`config.mk`:
```
export PLATFORM = sky130hd
export DESIGN_NAME = cgm_mode_ctrl
export DESIGN_NICKNAME = d
export VERILOG_FILES = /design/src/rtl/cgm_pkg.sv /design/src/rtl/cgm_bit_settle.sv /design/src/rtl/cgm_loop_model.sv /design/src/rtl/cgm_src_switch.sv /design/src/rtl/cgm_mode_ctrl.sv
export SDC_FILE = /design/constraint.sdc
export NUM_CORES = 1
export LEC_CHECK = 0
export ABC_AREA = 1
export CORE_UTILIZATION = 42
export DETAILED_ROUTE_END_ITERATION = 10
export SKIP_CTS_REPAIR_TIMING = 1
export SLEW_MARGIN = 20
export SYNTH_ARGS = -nofsm -noshare
export SYNTH_HDL_FRONTEND = slang
export SYNTH_SLANG_ARGS = --single-unit
```
`constraint.sdc`:
```
create_clock -name clk -period 3.3 [get_ports clk]
set_input_delay 0.825 -clock clk [delete_from_list [all_inputs] [get_ports clk]]
set_output_delay 0.825 -clock clk [all_outputs]
set_load 0.05 [all_outputs]
```
`src/rtl/cgm_pkg.sv`:
```
package cgm_pkg;
    localparam int RDIV_W    = 3;
    localparam int DIV_CNT_W = (1 << RDIV_W) - 1;

    localparam logic [1:0] SRC_LOOP = 2'b00;
    localparam logic [1:0] SRC_INT  = 2'b01;
    localparam logic [1:0] SRC_EXT  = 2'b10;
    localparam logic [1:0] SRC_BAD  = 2'b11;

    localparam logic [1:0] A_CTL1 = 2'd0;
    localparam logic [1:0] A_CTL2 = 2'd1;
    localparam logic [1:0] A_CTL3 = 2'd2;
    localparam logic [1:0] A_STAT = 2'd3;

    typedef struct packed {
        logic [1:0]        src;
        logic [RDIV_W-1:0] rdiv;
        logic              iref;
        logic [1:0]        spare;
    } ctl1_t;

    typedef enum logic [2:0] {
        MODE_LOOP_IREF = 3'd0,
        MODE_LOOP_EREF = 3'd1,
        MODE_BYP_IREF  = 3'd2,
        MODE_BYP_EREF  = 3'd3,
        MODE_PLL_ENG   = 3'd4,
        MODE_PLL_BYP   = 3'd5,
        MODE_LP_IREF   = 3'd6,
        MODE_LP_EREF   = 3'd7
    } mode_e;

    typedef enum logic [1:0] {
        SW_STEADY = 2'd0,
        SW_SYNC_A = 2'd1,
        SW_SYNC_B = 2'd2
    } sw_state_e;
endpackage

```
`src/rtl/cgm_bit_settle.sv`:
```
// Reported bit follows its target after two ticks of the destination clock.
module cgm_bit_settle #(
    parameter logic RESET_VAL = 1'b0
) (
    input  logic clk,
    input  logic rst_n,
    input  logic target,
    input  logic dst_tick,
    output logic cur
);
    logic half;

    always_ff @(posedge clk or negedge rst_n) begin
        if (!rst_n) begin
            cur  <= RESET_VAL;
            half <= 1'b0;
        end else if (target == cur) begin
            half <= 1'b0;
        end else if (dst_tick) begin
            if (half) begin
                cur  <= target;
                half <= 1'b0;
            end else begin
                half <= 1'b1;
            end
        end
    end
endmodule

```
`src/rtl/cgm_loop_model.sv`:
```
// Behavioural loop: enable, divided-reference lock counter, pass-through tick.
module cgm_loop_model
    import cgm_pkg::*;
#(
    parameter int LOCK_CYCLES = 8,
    parameter int CFG_W       = 5
) (
    input  logic              clk,
    input  logic              rst_n,
    input  logic              en,
    input  logic [CFG_W-1:0]  cfg,
    input  logic [RDIV_W-1:0] rdiv,
    input  logic              ref_tick,
    output logic              loop_tick,
    output logic              lock
);
    localparam int LCK_W = $clog2(LOCK_CYCLES + 1);

    logic [CFG_W-1:0]     cfg_q;
    logic [DIV_CNT_W-1:0] div_cnt;
    logic [DIV_CNT_W-1:0] div_mask;
    logic [LCK_W-1:0]     lock_cnt;
    logic                 lock_q;
    logic                 cfg_same;
    logic                 div_done;

    assign cfg_same  = (cfg == cfg_q);
    assign div_mask  = DIV_CNT_W'((32'd1 << rdiv) - 32'd1);
    assign div_done  = ((div_cnt & div_mask) == div_mask);
    assign loop_tick = ref_tick & en;
    assign lock      = lock_q & en & cfg_same;

    always_ff @(posedge clk or negedge rst_n) begin
        if (!rst_n) begin
            cfg_q    <= '0;
            div_cnt  <= '0;
            lock_cnt <= '0;
            lock_q   <= 1'b0;
        end else begin
            cfg_q <= cfg;
            if (!en || !cfg_same) begin
                div_cnt  <= '0;
                lock_cnt <= '0;
                lock_q   <= 1'b0;
            end else if (ref_tick) begin
                if (div_done) begin
                    div_cnt <= '0;
                    if (lock_cnt == LCK_W'(LOCK_CYCLES - 1)) begin
                        lock_q <= 1'b1;
                    end else begin
                        lock_cnt <= lock_cnt + 1'b1;
                    end
                end else begin
                    div_cnt <= div_cnt + 1'b1;
                end
            end
        end
    end
endmodule

```
`src/rtl/cgm_src_switch.sv`:
```
// Glitch-free source switch: halt output, wait two destination ticks, commit.
module cgm_src_switch
    import cgm_pkg::*;
(
    input  logic       clk,
    input  logic       rst_n,
    input  logic [1:0] req,
    input  logic       tick_loop,
    input  logic       tick_int,
    input  logic       tick_ext,
    output logic [1:0] active,
    output logic       out_tick,
    output logic       busy
);
    sw_state_e  st_q, st_n;
    logic [1:0] tgt_q, tgt_n, act_n;
    logic       dst_tick, act_tick;

    function automatic logic sel_tick(input logic [1:0] s, input logic tl,
                                      input logic ti, input logic te);
        unique case (s)
            SRC_LOOP: sel_tick = tl;
            SRC_INT:  sel_tick = ti;
            SRC_EXT:  sel_tick = te;
            default:  sel_tick = 1'b0;
        endcase
    endfunction

    assign dst_tick = sel_tick(tgt_q, tick_loop, tick_int, tick_ext);
    assign act_tick = sel_tick(active, tick_loop, tick_int, tick_ext);

    always_ff @(posedge clk or negedge rst_n) begin
        if (!rst_n) begin
            st_q   <= SW_STEADY;
            tgt_q  <= SRC_LOOP;
            active <= SRC_LOOP;
        end else begin
            st_q   <= st_n;
            tgt_q  <= tgt_n;
            active <= act_n;
        end
    end

    always_comb begin
        st_n  = st_q;
        tgt_n = tgt_q;
        act_n = active;
        unique case (st_q)
            SW_STEADY: begin
                if (req != active) begin
                    tgt_n = req;
                    st_n  = SW_SYNC_A;
                end
            end
            SW_SYNC_A, SW_SYNC_B: begin
                if (req != tgt_q) begin
                    tgt_n = req;
                    st_n  = (req == active) ? SW_STEADY : SW_SYNC_A;
                end else if (dst_tick) begin
                    if (st_q == SW_SYNC_A) begin
                        st_n = SW_SYNC_B;
                    end else begin
                        act_n = tgt_q;
                        st_n  = SW_STEADY;
                    end
                end
            end
            default: st_n = SW_STEADY;
        endcase
    end

    always_comb begin
        busy     = (st_q != SW_STEADY);
        out_tick = !busy && act_tick;
    end
endmodule

```
`src/rtl/cgm_mode_ctrl.sv`:
```
module cgm_mode_ctrl
    import cgm_pkg::*;
#(
    parameter int LOCK_CYCLES = 8
) (
    input  logic       clk,
    input  logic       rst_n,
    input  logic       wr_en,
    input  logic [1:0] addr,
    input  logic [7:0] wdata,
    output logic [7:0] rdata,
    input  logic       irc_tick,
    input  logic       erc_tick,
    output logic       out_tick,
    output logic [1:0] src_sel,
    output logic [2:0] mode_o,
    output logic       lock_o
);
    localparam int CFG_W = RDIV_W + 2;

    ctl1_t      ctl1_q;
    logic       lp_q, pll_q;
    logic       loop_en, iref_st, pll_st;
    logic       iref_dst, loop_ref_tick, loop_tick;
    logic       sw_busy;
    logic [1:0] sw_active;
    logic [7:0] status;
    mode_e      mode;

    always_ff @(posedge clk or negedge rst_n) begin
        if (!rst_n) begin
            ctl1_q <= ctl1_t'(8'h04);
            lp_q   <= 1'b0;
            pll_q  <= 1'b0;
        end else if (wr_en) begin
            unique case (addr)
                A_CTL1: if (wdata[7:6] != SRC_BAD) ctl1_q <= ctl1_t'(wdata);
                A_CTL2: lp_q  <= wdata[3];
                A_CTL3: pll_q <= wdata[6];
                default: ;
            endcase
        end
    end

    assign loop_en       = (ctl1_q.src == SRC_LOOP) || !lp_q;
    assign iref_dst      = ctl1_q.iref ? irc_tick : erc_tick;
    assign loop_ref_tick = iref_st ? irc_tick : erc_tick;

    cgm_bit_settle #(.RESET_VAL(1'b1)) u_iref_settle (
        .clk(clk), .rst_n(rst_n), .target(ctl1_q.iref),
        .dst_tick(iref_dst), .cur(iref_st)
    );

    cgm_loop_model #(.LOCK_CYCLES(LOCK_CYCLES), .CFG_W(CFG_W)) u_loop (
        .clk(clk), .rst_n(rst_n), .en(loop_en),
        .cfg({pll_q, ctl1_q.rdiv, ctl1_q.iref}), .rdiv(ctl1_q.rdiv),
        .ref_tick(loop_ref_tick), .loop_tick(loop_tick), .lock(lock_o)
    );

    cgm_bit_settle #(.RESET_VAL(1'b0)) u_pll_settle (
        .clk(clk), .rst_n(rst_n), .target(pll_q),
        .dst_tick(loop_tick), .cur(pll_st)
    );

    cgm_src_switch u_switch (
        .clk(clk), .rst_n(rst_n), .req(ctl1_q.src),
        .tick_loop(loop_tick), .tick_int(irc_tick), .tick_ext(erc_tick),
        .active(sw_active), .out_tick(out_tick), .busy(sw_busy)
    );

    assign src_sel = sw_active;
    assign status  = {1'b0, lock_o, pll_st, iref_st, sw_active, 2'b00};

    always_comb begin
        unique case (ctl1_q.src)
            SRC_LOOP: mode = pll_q ? MODE_PLL_ENG
                           : (ctl1_q.iref ? MODE_LOOP_IREF : MODE_LOOP_EREF);
            SRC_INT:  mode = lp_q ? MODE_LP_IREF : MODE_BYP_IREF;
            SRC_EXT:  mode = lp_q ? MODE_LP_EREF
                           : (pll_q ? MODE_PLL_BYP : MODE_BYP_EREF);
            default:  mode = MODE_BYP_EREF;
        endcase
    end
    assign mode_o = mode;

    always_comb begin
        unique case (addr)
            A_CTL1:  rdata = ctl1_q;
            A_CTL2:  rdata = {4'b0, lp_q, 3'b0};
            A_CTL3:  rdata = {1'b0, pll_q, 6'b0};
            default: rdata = status;
        endcase
    end
endmodule

```
==> reports/results.tsv <==
metric	value	unit
total routed wirelength	4.85	mm
crit path time final	3.03	ns
Worst Path Required	2.47	ns
Synth Flop Type	dfrtp_1	
final setup fails	0	
crit-path leading delay family	buffers and inverters	
Worst path max stage delay	0.52	ns
Crit path arrival time	2.21	ns
vias in the first global route	1804	
ys async rst share	1.00	
via-per-instance ratio	4.72	
status	finished, final reports clean	
Avg Cell Area, Syn	7.56	um2
post-synth cell types	35	
RSZ-0062 raised after global routing	false	
# DRC	0	
kind of critical path	primary input to primary output	
PwrDens	697	mW/mm2
Worst setup SP type	primary input	
Core Rows	26	
CP Cell Sequence	clkdlybuf4s50_1 > nand2_1 > o21ai_2 > nand2_1 > inv_1 > o21ai_0 > a21oi_1 > buf_12	
CORE AREA	0.00514	mm2
Nets	353	
Initial Utilization	0.438	
layout cells sized above 1	0.144	
PortBufs	29	
area of the multi-input gates	0.00110	mm2
maximum vdd drop	0.000336	V
setup_tns	0	ns
most frequent cells in the layout	nand2_1, inv_1, dfrtp_1, nor2_1, nand3_1	
CTS buffer count	5	
Layout area overhead	24.9	%
Tcrit/Tclk final	0.919	
Worst Max-Slew Pin Slew	0.829	ns
leading cell type in the layout, fill and taps excluded	nand2_1	
Fmax	330	MHz
Post-synth EDFFs	0	
GRT Residual Overflow	0	
post-layout util	0.548	
Worst slew margin	0.448	
detailed placement HPWL	3.62	mm
initial antenna violation count	0	
register area share after synthesis	0.412	
clock skew	0.00607	ns
clk sink count	37	
first-pass GRT wire length	8.32	mm
Yosys reg bits	37	
Reg2Reg Depth	8	
slowest CP cell	clkdlybuf4s50_1	
MaxCap Viol Count	0	
hold path start	ctl1_q[5]$_DFFE_PN0P_	
cell count after synthesis	298	
Clock Path Buffers	2	
crit-path max FO	4	
Synth Cell Area	0.00225	mm2
Hold Crit Class	flip-flop to flip-flop	
Tot GR Track Use	0.193	
Clock Tree Root	clkbuf_8	
post-route ant nets	0	
Lkg Pwr	1.36	nW
Initial DRC Count	121	
clk_lat worst skew	0.28	ns
pin count of the biggest net entering global routing	38	
FF+latch area	928	um2
Reg-to-Reg End	u_loop.lock_cnt[2]$_DFFE_PN0P_	
TritonCTS clock tree	done	
CP endpoint kind	primary output	
Buffers & Inverters on Critical Path	3	
clk slew on worst S/H paths	0.07	ns
fill cell count	502	
worst-case hold path end point	u_loop.cfg_q[3]$_DFF_PN0_	
Die H	75.2	um
worst r2r src	ctl1_q[2]$_DFFE_PN1P_	
critical path's most frequent cell	nand2_1	
net count after synthesis	318	
die area	0.00566	mm2
I/O pin cnt	30	
Die Wd	75.2	um
Antenna Cells	0	
GPL Wtd Cong	0.856	
pins over their slew limit	0	
WL per Instance	12.0	um
router iterations before antenna repair	4	
worst hold stages	0	
# H-tree levels	2	
vias	1905	
yosys warns	0	
setup slack, reg-to-reg	1.67	ns
final hold violations	0	
==> cell usage after synthesis (2+ instances only) <==
| master | n | share of area |
|---|---|---|
| o22ai_1 | 2 | 0.0056 |
| nand2_1 | 76 | 0.13 |
| dfrtp_1 | 35 | 0.39 |
| xnor2_1 | 8 | 0.031 |
| nor2_4 | 3 | 0.015 |
| nand4_1 | 6 | 0.017 |
| dfstp_2 | 2 | 0.023 |
| buf_6 | 3 | 0.015 |
| o21ai_1 | 3 | 0.0067 |
| o211ai_1 | 3 | 0.010 |
| a21oi_2 | 3 | 0.012 |
| a21oi_1 | 9 | 0.020 |
| xor2_1 | 3 | 0.012 |
| o31ai_1 | 2 | 0.0067 |
| nand3_1 | 21 | 0.047 |
| nand2_4 | 2 | 0.010 |
| ha_1 | 5 | 0.028 |
| o21ai_0 | 18 | 0.040 |
| inv_1 | 39 | 0.065 |
| nand2_2 | 3 | 0.0083 |
| nor2_1 | 30 | 0.050 |
| nor3_1 | 2 | 0.0044 |
| inv_2 | 8 | 0.013 |
==> layer usage <==
layer	wire, um	track usage	up-vias
li1	-	-	1017
met1	2520	0.284	858
met2	2150	0.295	28
met3	147	0.0388	2
met4	27	0.0432	0
met5	0	0	-
==> through the flow <==
step | instances | power (W) | setup slack, ns | instance area, um2 | hold slack [ns]
after floorplan | 298 | 0.00129 | 0.286 | 2250 | 0.355
final | 404 | 0.00196 | 0.267 | 2820 | 0.465
after global routing | 404 | 0.00212 | 0.155 | 2820 | 0.480
after global placement | 395 | 0.00156 | 0.318 | 2690 | 0.439
after detailed placement | 395 | 0.00157 | 0.291 | 2690 | 0.453
after CTS | 403 | 0.00198 | 0.260 | 2810 | 0.469
==> kinds of logic after synthesis <==
family          count (synthesis)  synth area share
buf+inv                        52            0.0983
xor+xnor                       11            0.0428
compound gates                 44             0.117
simple gates                  149             0.302
fa+ha+maj                       5            0.0278
flops                          37             0.412
==> flip-flops by register name, summed over array words and instances (netlist names) <==
register,count
u_loop.cfg_q,5
u_switch.st_q,2
pll_q,1
u_switch.tgt_q,2
u_pll_settle.half,1
lp_q,1
ctl1_q,8
u_switch.active,2
u_iref_settle.half,1
u_loop.lock_q,1
u_loop.div_cnt,7
u_iref_settle.cur,1
u_loop.lock_cnt,4
u_pll_settle.cur,1
==> worst max-delay path by stage <==
stage | slack, ns | cells past startpoint | startpoint | to
after floorplan | 0.29 | 3 | addr[1] | rdata[2]
after global placement | 0.32 | 8 | irc_tick | out_tick
after detailed placement | 0.29 | 8 | erc_tick | out_tick
after CTS | 0.26 | 8 | irc_tick | out_tick
after global routing | 0.16 | 8 | irc_tick | out_tick
final | 0.27 | 8 | irc_tick | out_tick
==> power by group <==
part           total, W  internal, W  switching (W)
combinational  0.000885     0.000346       0.000540
clock          0.000399     0.000246       0.000153
sequential     0.000678     0.000555       0.000123
total           0.00196      0.00115       0.000816
==> final cells by class <==
class	instances	area share
clock buffers	7	0.0307
repair buffers	33	0.143
flip-flops and latches	37	0.330
well taps	70	0.0311
multi-input cells	209	0.392
inverters	47	0.0627
clock inverters	1	0.0107
Note: power is estimated with default switching activity, not from simulation.
